<file path="config.mk">
export PLATFORM = sky130hd
export DESIGN_NAME = pbit_sampler
export DESIGN_NICKNAME = d
export VERILOG_FILES = /design/src/rtl/pbit_pkg.sv /design/src/rtl/pbit_coupling_regs.sv /design/src/rtl/pbit_net_field.sv /design/src/rtl/pbit_decide.sv /design/src/rtl/pbit_sampler.sv
export SDC_FILE = /design/constraint.sdc
export NUM_CORES = 1
export LEC_CHECK = 0
export BUFFER_PORTS_ARGS = -buffer_cell sky130_fd_sc_hd__buf_4
export CORE_MARGIN = 1
export CORE_UTILIZATION = 65
export CTS_CLUSTER_DIAMETER = 150
export DETAILED_ROUTE_END_ITERATION = 7
export PLACE_DENSITY = 0.88
export SYNTH_ARGS = -nofsm -noshare
export SYNTH_HDL_FRONTEND = slang
export SYNTH_HIERARCHICAL = 1
export SYNTH_SLANG_ARGS = --single-unit
export TNS_END_PERCENT = 1
</file>
<file path="constraint.sdc">
create_clock -name clk -period 15.29 [get_ports clk]
set_input_delay 1.529 -clock clk [delete_from_list [all_inputs] [get_ports clk]]
set_output_delay 1.529 -clock clk [all_outputs]
set_load 0.1 [all_outputs]
</file>
<file path="src/rtl/pbit_pkg.sv">
package pbit_pkg;

    localparam int PB_COUNT    = 6;
    localparam int PB_WEIGHT_W = 8;
    localparam int PB_MID      = 128;
    localparam int PB_TOP      = 255;

    // outcome of one bit decision
    typedef struct packed {
        logic [7:0] level;
        logic       fire;
    } verdict_t;

    function automatic logic [7:0] clamp_level(input int net);
        int t;
        t = PB_MID + net;
        if (t < 0)      return 8'd0;
        if (t > PB_TOP) return 8'd255;
        return t[7:0];
    endfunction

endpackage

</file>
<file path="src/rtl/pbit_coupling_regs.sv">
module pbit_coupling_regs #(
    parameter int N      = 6,
    parameter int W      = 8,
    parameter int ADDR_W = 6
) (
    input  logic                clk,
    input  logic                rst,
    input  logic                wr_en,
    input  logic [ADDR_W-1:0]   wr_addr,
    input  logic signed [W-1:0] wr_data,
    output logic signed [W-1:0] weights [N*N]
);
    localparam int CELLS = N * N;
    localparam logic [ADDR_W:0] CELLS_X = (ADDR_W+1)'(CELLS);

    logic in_range;
    assign in_range = ({1'b0, wr_addr} < CELLS_X);

    always_ff @(posedge clk) begin
        if (rst) begin
            for (int k = 0; k < CELLS; k++) weights[k] <= '0;
        end else if (wr_en && in_range) begin
            weights[wr_addr] <= wr_data;
        end
    end

    AST_WRITE_LANDS: assert property (@(posedge clk) disable iff (rst)
        (wr_en && in_range) |=> (weights[$past(wr_addr)] == $past(wr_data)))
        else $error("write did not land");

endmodule

</file>
<file path="src/rtl/pbit_net_field.sv">
module pbit_net_field #(
    parameter int N     = 6,
    parameter int W     = 8,
    parameter int IDX_W = 3,
    parameter int ACC_W = 12
) (
    input  logic signed [W-1:0]     row [N],
    input  logic [N-1:0]            spins,
    input  logic [IDX_W-1:0]        self_idx,
    output logic signed [ACC_W-1:0] net
);
    logic signed [ACC_W-1:0] term [N];

    for (genvar j = 0; j < N; j++) begin : g_term
        logic signed [ACC_W-1:0] wide;
        assign wide    = ACC_W'(row[j]);
        assign term[j] = (self_idx == IDX_W'(j)) ? '0
                       : (spins[j] ? wide : -wide);
    end

    always_comb begin
        net = '0;
        for (int j = 0; j < N; j++) net = net + term[j];
    end

endmodule

</file>
<file path="src/rtl/pbit_decide.sv">
module pbit_decide
    import pbit_pkg::*;
#(
    parameter int ACC_W = 12
) (
    input  logic signed [ACC_W-1:0] net,
    input  logic [7:0]              rnd,
    output verdict_t                verdict
);
    always_comb begin
        verdict.level = clamp_level(int'(net));
        verdict.fire  = (rnd < verdict.level);
    end
endmodule

</file>
<file path="src/rtl/pbit_sampler.sv">
module pbit_sampler
    import pbit_pkg::*;
#(
    parameter  int N      = PB_COUNT,
    parameter  int W      = PB_WEIGHT_W,
    localparam int IDX_W  = $clog2(N),
    localparam int ADDR_W = $clog2(N*N),
    localparam int ACC_W  = W + $clog2(N) + 1
) (
    input  logic              clk,
    input  logic              rst,
    input  logic              cfg_we,
    input  logic [ADDR_W-1:0] cfg_addr,
    input  logic [W-1:0]      cfg_data,
    input  logic              run,
    input  logic              rnd_valid,
    input  logic [7:0]        rnd_byte,
    output logic [N-1:0]      spins
);
    localparam logic [IDX_W-1:0] LAST = IDX_W'(N-1);

    logic signed [W-1:0]     weights [N*N];
    logic signed [W-1:0]     row [N];
    logic signed [ACC_W-1:0] net;
    logic [IDX_W-1:0]        ptr;
    verdict_t                verdict;
    logic                    step;

    assign step = run && rnd_valid;

    pbit_coupling_regs #(.N(N), .W(W), .ADDR_W(ADDR_W)) u_regs (
        .clk     (clk),
        .rst     (rst),
        .wr_en   (cfg_we),
        .wr_addr (cfg_addr),
        .wr_data (cfg_data),
        .weights (weights)
    );

    always_comb begin
        for (int j = 0; j < N; j++) row[j] = weights[int'(ptr) * N + j];
    end

    pbit_net_field #(.N(N), .W(W), .IDX_W(IDX_W), .ACC_W(ACC_W)) u_net (
        .row      (row),
        .spins    (spins),
        .self_idx (ptr),
        .net      (net)
    );

    pbit_decide #(.ACC_W(ACC_W)) u_decide (
        .net     (net),
        .rnd     (rnd_byte),
        .verdict (verdict)
    );

    always_ff @(posedge clk) begin
        if (rst) begin
            spins <= '0;
            ptr   <= '0;
        end else if (step) begin
            spins[ptr] <= verdict.fire;
            ptr        <= (ptr == LAST) ? '0 : ptr + 1'b1;
        end
    end

    AST_RESET_CLEAR: assert property (@(posedge clk)
        rst |=> (spins == '0 && ptr == '0))
        else $error("reset state wrong");
    AST_IDLE_HOLD: assert property (@(posedge clk) disable iff (rst)
        !step |=> ($stable(spins) && $stable(ptr)))
        else $error("idle edge moved state");
    AST_PTR_RANGE: assert property (@(posedge clk) disable iff (rst)
        int'(ptr) < N)
        else $error("pointer out of range");
    AST_PTR_STEP: assert property (@(posedge clk) disable iff (rst)
        step |=> (ptr == (($past(ptr) == LAST) ? '0 : $past(ptr) + 1'b1)))
        else $error("pointer order broken");
    AST_SINGLE_FLIP: assert property (@(posedge clk) disable iff (rst)
        step |=> ($countones(spins ^ $past(spins)) <= 1))
        else $error("more than one spin changed");
    AST_FLOOR: assert property (@(posedge clk) disable iff (rst)
        (step && net <= -ACC_W'(PB_MID)) |=> !spins[$past(ptr)])
        else $error("floor clamp violated");
    AST_CEIL: assert property (@(posedge clk) disable iff (rst)
        (step && net >= ACC_W'(PB_TOP - PB_MID) && rnd_byte != 8'hFF)
        |=> spins[$past(ptr)])
        else $error("ceiling clamp violated");

endmodule

</file>
======== After elaboration in Yosys (flattened, before gate mapping) ========
Index checks and enable logic that the tools add are counted.
cells by class
  bitwise logic cells ..................... 7
  shifts and indexed selects .............. 0
  magnitude comparators ................... 14
  multiplexer cells ....................... 44
  reductions and logical operators ........ 5
  multipliers ............................. 1
  divide/modulo/power cells ............... 0
  add/sub/neg operators ................... 18
  equal/unequal tests ..................... 5
operators with widths
  operator               count
  $bmux 8 s6             6
  $bwmux 288             1
  $ge 32x7->1 const B    6
  $not 32->32            5
  $mux 12                12
  $mux 8                 17
  $neg 12->12            6
  $add 32x3->32 const B  2
  $add 12x12->12         5
  $demux 8 s6            1
  $add 32x2->32 const B  1
  $add 32x4->32 const B  1
  $gt 32x9->1 const B    1
  $lt 32x1->1 const B    1
  $not 7->32             1
  $add 9x12->13 const A  1
  $lt 8x8->1             1
  $add 6x3->7 const B    1
  $ge 7x7->1 const B     1
  $lt 7x1->1 const B     1
  $not 6->7              1
  $bwmux 6               1
  $eq 3x2->1 const B     2
  $eq 3x3->1 const B     2
  other kinds (11)       17
storage, ports and cells
  bits in read-only memories .............. 0
  memory bits (writable) .................. 0
  memories ................................ 0
  bits in latches ......................... 0
  input port bits ......................... 27
  logic and storage cells ................. 132
  flip-flop bits (word level) ............. 297

======== Longest topological paths before layout ========
Gate-level depths: netlist of the first run.
  depth in word-level cells ............... 22
  mapped depth ............................ 43

======== Modules after synthesis ========
Netlist of the first run, hierarchy kept.
by module, submodules not included
  module              sequential area each (µm²)  cells an instance  area each (µm²)  instances
  pbit_coupling_regs  5765.5                      1002               11275.8          1
  pbit_sampler        180.2                       708                7194.4           1
  pbit_net_field      0.0                         377                2865.2           1
  pbit_decide         0.0                         46                 339.1            1

======== Least setup slack after synthesis of the first run ========
No wires, ideal clock.
  path kind ............................... register -> register
  from .................................... reg ptr[1]
  to ...................................... reg spins[0]
  period minus slack after synthesis ...... 9369 ps
  stages on the path, launching flop included .. 41
  arrival ................................. 9299 ps
  buffers on the path ..................... 4
  setup time .............................. 70 ps
  path slack .............................. 5921 ps
  path through ............................ dfxtp_1 > ha_1 > inv_1 > fa_1 > buf_2 > inv_2 > buf_1 > ha_1 > a211o_1 > a21oi_2 > clkbuf_1 > a22oi_1 > nand3_1 > inv_1 > ha_1 > or3_1 > a21oi_1 > fa_1 > [... 5 more ...] > fa_1 > a21o_1 > a21oi_1 > o21bai_1 > a21oi_1 > xnor2_1 > ha_1 > or3_1 > o32a_2 > buf_6 > o21ai_0 > ha_1 > a21oi_1 > nand2_1 > a221oi_1 > o311a_1 > nand3_1 > a21oi_1
RTL lines
  element                         RTL line            source
  start: declaration              pbit_sampler.sv:25  logic [IDX_W-1:0] ptr;
  start signal: assignment        pbit_sampler.sv:63  ptr <= (ptr == LAST) ? '0 : ptr + 1'b1;
  end signal: indexed assignment  pbit_sampler.sv:62  spins[ptr] <= verdict.fire;
  end: declaration                pbit_sampler.sv:18  output logic [N-1:0] spins

==> results of run 1 <==
[per-layer routing]
layer	vias to the layer above	share of wire	GRT usage
li1	7527	-	-
met1	8728	0.35	0.486
met2	1483	0.43	0.608
met3	432	0.14	0.138
met4	0	0.072	0.245
met5	-	0	0.00593
[cells in the final DEF, fill, tap and decap left out, types with 8 or more instances in the layout]
master and instances:
mux2i_1 338, nand2b_1 310, dfxtp_1 296, mux4_2 160, nand2_1 117, nor2_1 73, inv_1 68, buf_4 61
a21oi_1 59, nand3_1 58, a22oi_1 52, fa_1 43, o21ai_0 38, clkbuf_16 35, nand2_2 34, mux2_2 33
ha_1 32, xnor2_1 30, nor3_1 22, or3_1 16, o22ai_1 15, o22a_1 12, o211ai_1 11, a31o_2 11
o21ai_1 10, xor2_1 9, clkbuf_8 8
[final cells by class]
class,count,area (um2),area share
clock inverter,13,126,0.00548
tap,442,553,0.0240
timing repair buffer,62,469,0.0203
clock buffer,48,1000,0.0436
sequential,297,5950,0.258
inverter,71,268,0.0116
multi-input combinational,1591,14700,0.637
[flip-flops by register name, summed over array words and instances, names as in the netlist]
name / flops
spins: 6
ptr: 3
u_regs/weights: 288
[power groups by stage]
| stage | Sequential [W] | Clock (W) | Combinational [W] |
|---|---|---|---|
| 5_1_grt | 0.000790 | 0.000867 | 0.000725 |
| 6_report | 0.000790 | 0.000835 | 0.000656 |
| 3_5_place_dp | 0.000806 | 0 | 0.000642 |
| 4_1_cts | 0.000789 | 0.000833 | 0.000647 |
| 2_1_floorplan | 0.000805 | 0 | 0.000507 |
| 3_3_place_gp | 0.000806 | 0 | 0.000611 |
[through the flow]
| step | utilization | power [W] | setup WS [ns] | instance area, um2 |
|---|---|---|---|---|
| global placement | 0.673 | 0.00142 | 3.94 | 21900 |
| CTS | 0.707 | 0.00227 | 3.57 | 23100 |
| global route | 0.707 | 0.00238 | 2.79 | 23100 |
| finish | 0.707 | 0.00228 | 3.37 | 23100 |
| detailed placement | 0.673 | 0.00145 | 3.61 | 21900 |
| floorplan | - | 0.00131 | 5.98 | 21600 |
[worst max-delay path by stage]
stage               startpoint        to  slack [ns]  cells after the start
global route            ptr[0]  spins[1]        2.79                     36
CTS                     ptr[0]  spins[1]        3.57                     35
global placement        ptr[0]  spins[4]        3.94                     36
floorplan               ptr[1]  spins[0]        5.98                     40
finish                  ptr[0]  spins[1]        3.37                     36
detailed placement      ptr[0]  spins[4]        3.61                     35
[worst max-delay path, delay by kind of cell, from the launching register on]
family,cells,cell delay [ns]
DFF,1,0.88
muxes,2,0.55
adders and majority gates,8,3.44
and+or+nand+nor,7,1.83
AOI/OAI and AO/OA,11,2.34
buffers and inverters,6,1.89
xor gates and xnor gates,2,0.79
==> results.py, run 1 <==
metrics = {
    "cts": {
        "cts_made_buffers": 34,
        "cts_resized": 0,
        "numClockSinks": 297,
        "htree_levels": 2,
        "path_clk_slew_ns": 0.06,
        "clockRootBuffer": "clkbuf_16",
        "clock_path_buffers": 3,
        "insertion_delay_ns": 0.54,
        "cts_tree": "yes",
        "postCtsSetupBuffers": 0,
        "cts-hold-fix-buffers": 0,
    },
    "sta": {
        "hold-worst-slack_ns": 0.489,
        "setup_viol": 0,
        "fin_crit_sh": 0.780,
        "tightestPinTransition_ns": 1.27,
        "slew_viol_final": 0,
        "fmaxAchievable_mhz": 83.9,
        "hold_viol": 0,
        "fin_crit_ns": 11.92,
        "rsz0062_at_grt": "no",
        "fin_skew_ns": 0.0160,
        "slew_headroom": 0.148,
        "fin_setup_tns_ns": 0,
    },
    "finish": {
        "fillers": 2239,
        "drive_above_1_share": 0.192,
        "final_cell_count_no_fill": 2524,
        "layout.nets": 2161,
        "diodes": 0,
        "syn_to_final_growth_pct": 6.73,
    },
    "critical_path": {
        "cp-start-kind": "flop",
        "r2r-start": "ptr[0]",
        "r2r_end": "spins[1]",
        "cp_slowest_cell": "dfxtp_4",
        "crit_type": "reg -> reg",
        "critical-path-max-stage-delay_ns": 0.88,
        "crit_path_frequent_cell": "ha_1",
        "cp_data_arrival_time_ns": 12.38,
        "cp-end-kind": "flop",
        "path_max_fanout": 50,
        "reg2reg_depth": 36,
        "r2r_slack_ns": 3.37,
        "crit_required_ns": 15.75,
    },
    "power": {
        "swShare": 0.333,
        "p_leak_nw": 10.0,
        "ir_worst_vdd_v": 0.000160,
        "cellInternalPower_w": 0.00152,
        "p_clk_frac": 0.366,
        "seqPwrFrac": 0.346,
        "power_frac_comb": 0.288,
        "switching_power_w": 0.000759,
        "power_density_nw_per_um2": 98.8,
    },
    "min_path": {
        "hold_class": "reg -> reg",
        "worstHoldEndpoint": "u_regs/weights[156]",
        "whs_path_depth": 2,
        "min_from": "u_regs/weights[156]",
    },
    "grt": {
        "grt_pass1_wl_um": 103000,
        "antenna_found_initial": 0,
        "grt_pass1_vias": 17825,
        "grt_max_degree": 114,
        "grt-ovfl-total": 0,
        "grtUsageTotal": 0.400,
    },
    "job": {
        "cap_violations": 0,
    },
    "detailed_routing": {
        "via_per_inst": 7.20,
        "antenna_left": 0,
        "first_pass_iters": 7,
        "wl_per_cell_um": 26.9,
        "first_iter_violations": 2878,
        "drt-total-wl_um": 68000,
        "drc": 0,
        "vias": 18170,
    },
    "floorplanning": {
        "io_pins": 33,
        "rows": 66,
        "die_h_um": 184,
        "coreArea_um2": 32600,
        "design.die.area_um2": 34000,
        "die_w_um": 184,
        "start_util": 0.663,
    },
    "synthesis": {
        "synth_warnings": 6,
        "syn_area_per_cell_um2": 10.2,
        "synth_cells": 2125,
        "synth_nets": 2229,
        "synth_area_um2": 21600,
    },
    "status": {
        "status": "completed",
    },
    "placement": {
        "portBuffers": 32,
        "place.detailed.hpwl_um": 43900,
        "gp_congestion": 0.982,
        "dp_cells": 2463,
    },
}
No activity file was read; power rests on OpenSTA's default activity.
==> run 2: changes to the inputs <==
Settings changed: CORE_UTILIZATION 65 to 59, PLACE_DENSITY 0.88 to 0.84.
Clock period 15.29 ns to 10.6 ns, I/O delays scaled along.
==> run 2 against run 1 <==
- the flow now finishes with violations (DRC)
- sequential share of layout area shrank 0.29 points
- first-iteration DRC count shrank 4.5%
- cell count rose by 1.6%
- total power is 45% higher
- global-route usage decreased by 4.5 points
- maximum frequency grew 18%
- clock power up 45%
- largest cell class unchanged
- largest power group unchanged
==> results.py, run 2 (same netlist as run 1, synthesis figures left out) <==
metrics = {
    "status": {
        "status": "complete, but fails checks",
        "violations": "DRC",
    },
    "finish": {
        "reg_top3": "u_regs/weights (288), spins (6), ptr (3)",
        "diodes": 0,
        "syn_to_final_growth_pct": 8.01,
        "drive_above_1_share": 0.201,
        "mostFrequentLayoutCell": "mux2i_1",
        "largest_register": "u_regs/weights",
        "largest_reg_flops": 288,
        "layout.nets": 2186,
        "final_cell_mix": "mux2i_1 (338), nand2b_1 (311), dfxtp_1 (294)",
        "fin_util": 0.652,
    },
    "sta": {
        "tightestPinTransition_ns": 1.12,
        "fin_setup_tns_ns": 0,
        "fmaxAchievable_mhz": 98.8,
        "fin_crit_sh": 0.955,
        "rsz0062_at_grt": "no",
        "fin_skew_ns": 0.0284,
        "hold_viol": 0,
        "setup_viol": 0,
        "slew_viol_final": 0,
        "slew_headroom": 0.250,
        "fin_crit_ns": 10.12,
    },
    "power": {
        "ir_worst_vdd_v": 0.000143,
        "power_density_nw_per_um2": 142,
        "p_leak_nw": 10.2,
        "p_total_w": 0.00331,
    },
    "critical_path": {
        "crit_type": "reg -> reg",
        "cp-end-kind": "flop",
        "cp-start-kind": "flop",
        "cp_slowest_cell": "fa_2",
        "crit_required_ns": 11.07,
        "path_max_fanout": 16,
        "crit_path_frequent_cell": "a21oi_1",
        "critical-path-max-stage-delay_ns": 0.69,
        "cp_data_arrival_time_ns": 10.60,
    },
    "floorplanning": {
        "coreArea_um2": 35800,
        "start_util": 0.603,
        "design.die.area_um2": 37400,
        "io_pins": 33,
        "die_w_um": 193,
        "die_h_um": 193,
        "rows": 69,
    },
    "cts": {
        "path_clk_slew_ns": 0.06,
        "numClockSinks": 297,
        "cts_tree": "yes",
        "htree_levels": 2,
        "clockRootBuffer": "clkbuf_16",
        "cts_made_buffers": 34,
        "insertion_delay_ns": 0.58,
        "clock_path_buffers": 3,
    },
    "grt": {
        "grt_pass1_wl_um": 102000,
        "grt-ovfl-total": 0,
        "grtUsageTotal": 0.355,
        "grt_pass1_vias": 17796,
        "antenna_found_initial": 0,
        "grt_max_degree": 167,
    },
    "placement": {
        "place.detailed.hpwl_um": 45500,
        "gp_congestion": 1.01,
        "portBuffers": 32,
    },
    "detailed_routing": {
        "via_per_inst": 7.04,
        "first_iter_violations": 2749,
        "first_pass_iters": 8,
        "drc": 5,
        "wl_per_cell_um": 26.2,
        "drt-total-wl_um": 67200,
        "vias": 18044,
        "antenna_left": 0,
    },
    "min_path": {
        "hold_class": "reg -> reg",
    },
    "job": {
        "cap_violations": 0,
    },
}
-- run 2: cell count changes in the layout (fill, tap and decap cells not counted), sizes merged --
cell and change:
clkinv +1, clkbuf -2, bufinv +2, buf +25
inv -2, clkinvlp -3
-- run 2: path summary, 6_finish.rpt --
kind / from / endpoint / slack [ns] / cells after the start
setup reg to reg: ptr[1] / spins[2] / 0.48 / 35
setup / recovery: ptr[1] / spins[2] / 0.48 / 35
hold reg to reg: u_regs/weights[2] / u_regs/weights[2] / 0.50 / 2
hold / removal: u_regs/weights[2] / u_regs/weights[2] / 0.50 / 2
-- run 2: timing repair --
| item | in CTS | in global routing |
|---|---|---|
| setup endpoints to repair | 0 | 6 |
| gates resized for setup | 0 | 5 |
| setup buffers | 0 | 6 |
| hold buffers | 0 | 0 |
-- run 2: final cells by class --
cell class | instances | area, um2
sequential | 297 | 5950
tap | 461 | 577
inverter | 71 | 268
multi-input combinational | 1591 | 14700
fill | 2694 | 12500
timing repair buffer | 87 | 707
clock buffer | 46 | 946
clock inverter | 11 | 184
-- run 2: per-layer routing --
metal	GRT usage	routed length, um	vias to the layer above
met3	0.115	8800	391
met5	0	0	-
met4	0.209	4480	0
met1	0.437	24200	8759
met2	0.545	29700	1335
li1	-	-	7559
-- run 2: stage by stage --
| stage | setup WS, ns | area (um2) | std cells | hold WS, ns |
|---|---|---|---|---|
| global placement | 0.707 | 22100 | 2501 | 0.471 |
| global route | 0.0374 | 23300 | 2564 | 0.511 |
| detailed placement | 0.343 | 22100 | 2501 | 0.484 |
| floorplan | 1.29 | 21600 | 2125 | 0.459 |
| CTS | 0.322 | 23300 | 2558 | 0.494 |
| finish | 0.476 | 23300 | 2564 | 0.499 |
-- run 2: worst max-delay path, delay by kind of cell, from the launching register on --
family          cells  cell delay [ns]
fa+ha+maj           8             3.61
simple gates        8             1.41
xor+xnor            1             0.21
flops               1             0.52
buf+inv             5             0.88
compound gates     13             3.38
-- run 2: where the power goes --
| part | internal [W] | leakage, nW | switching [W] | total [W] |
|---|---|---|---|---|
| combinational | 0.000389 | 7.21 | 0.000573 | 0.000963 |
| sequential | 0.00112 | 2.39 | 0.0000111 | 0.00113 |
| clock | 0.000705 | 0.547 | 0.000505 | 0.00121 |
| total | 0.00222 | 10.2 | 0.00109 | 0.00331 |
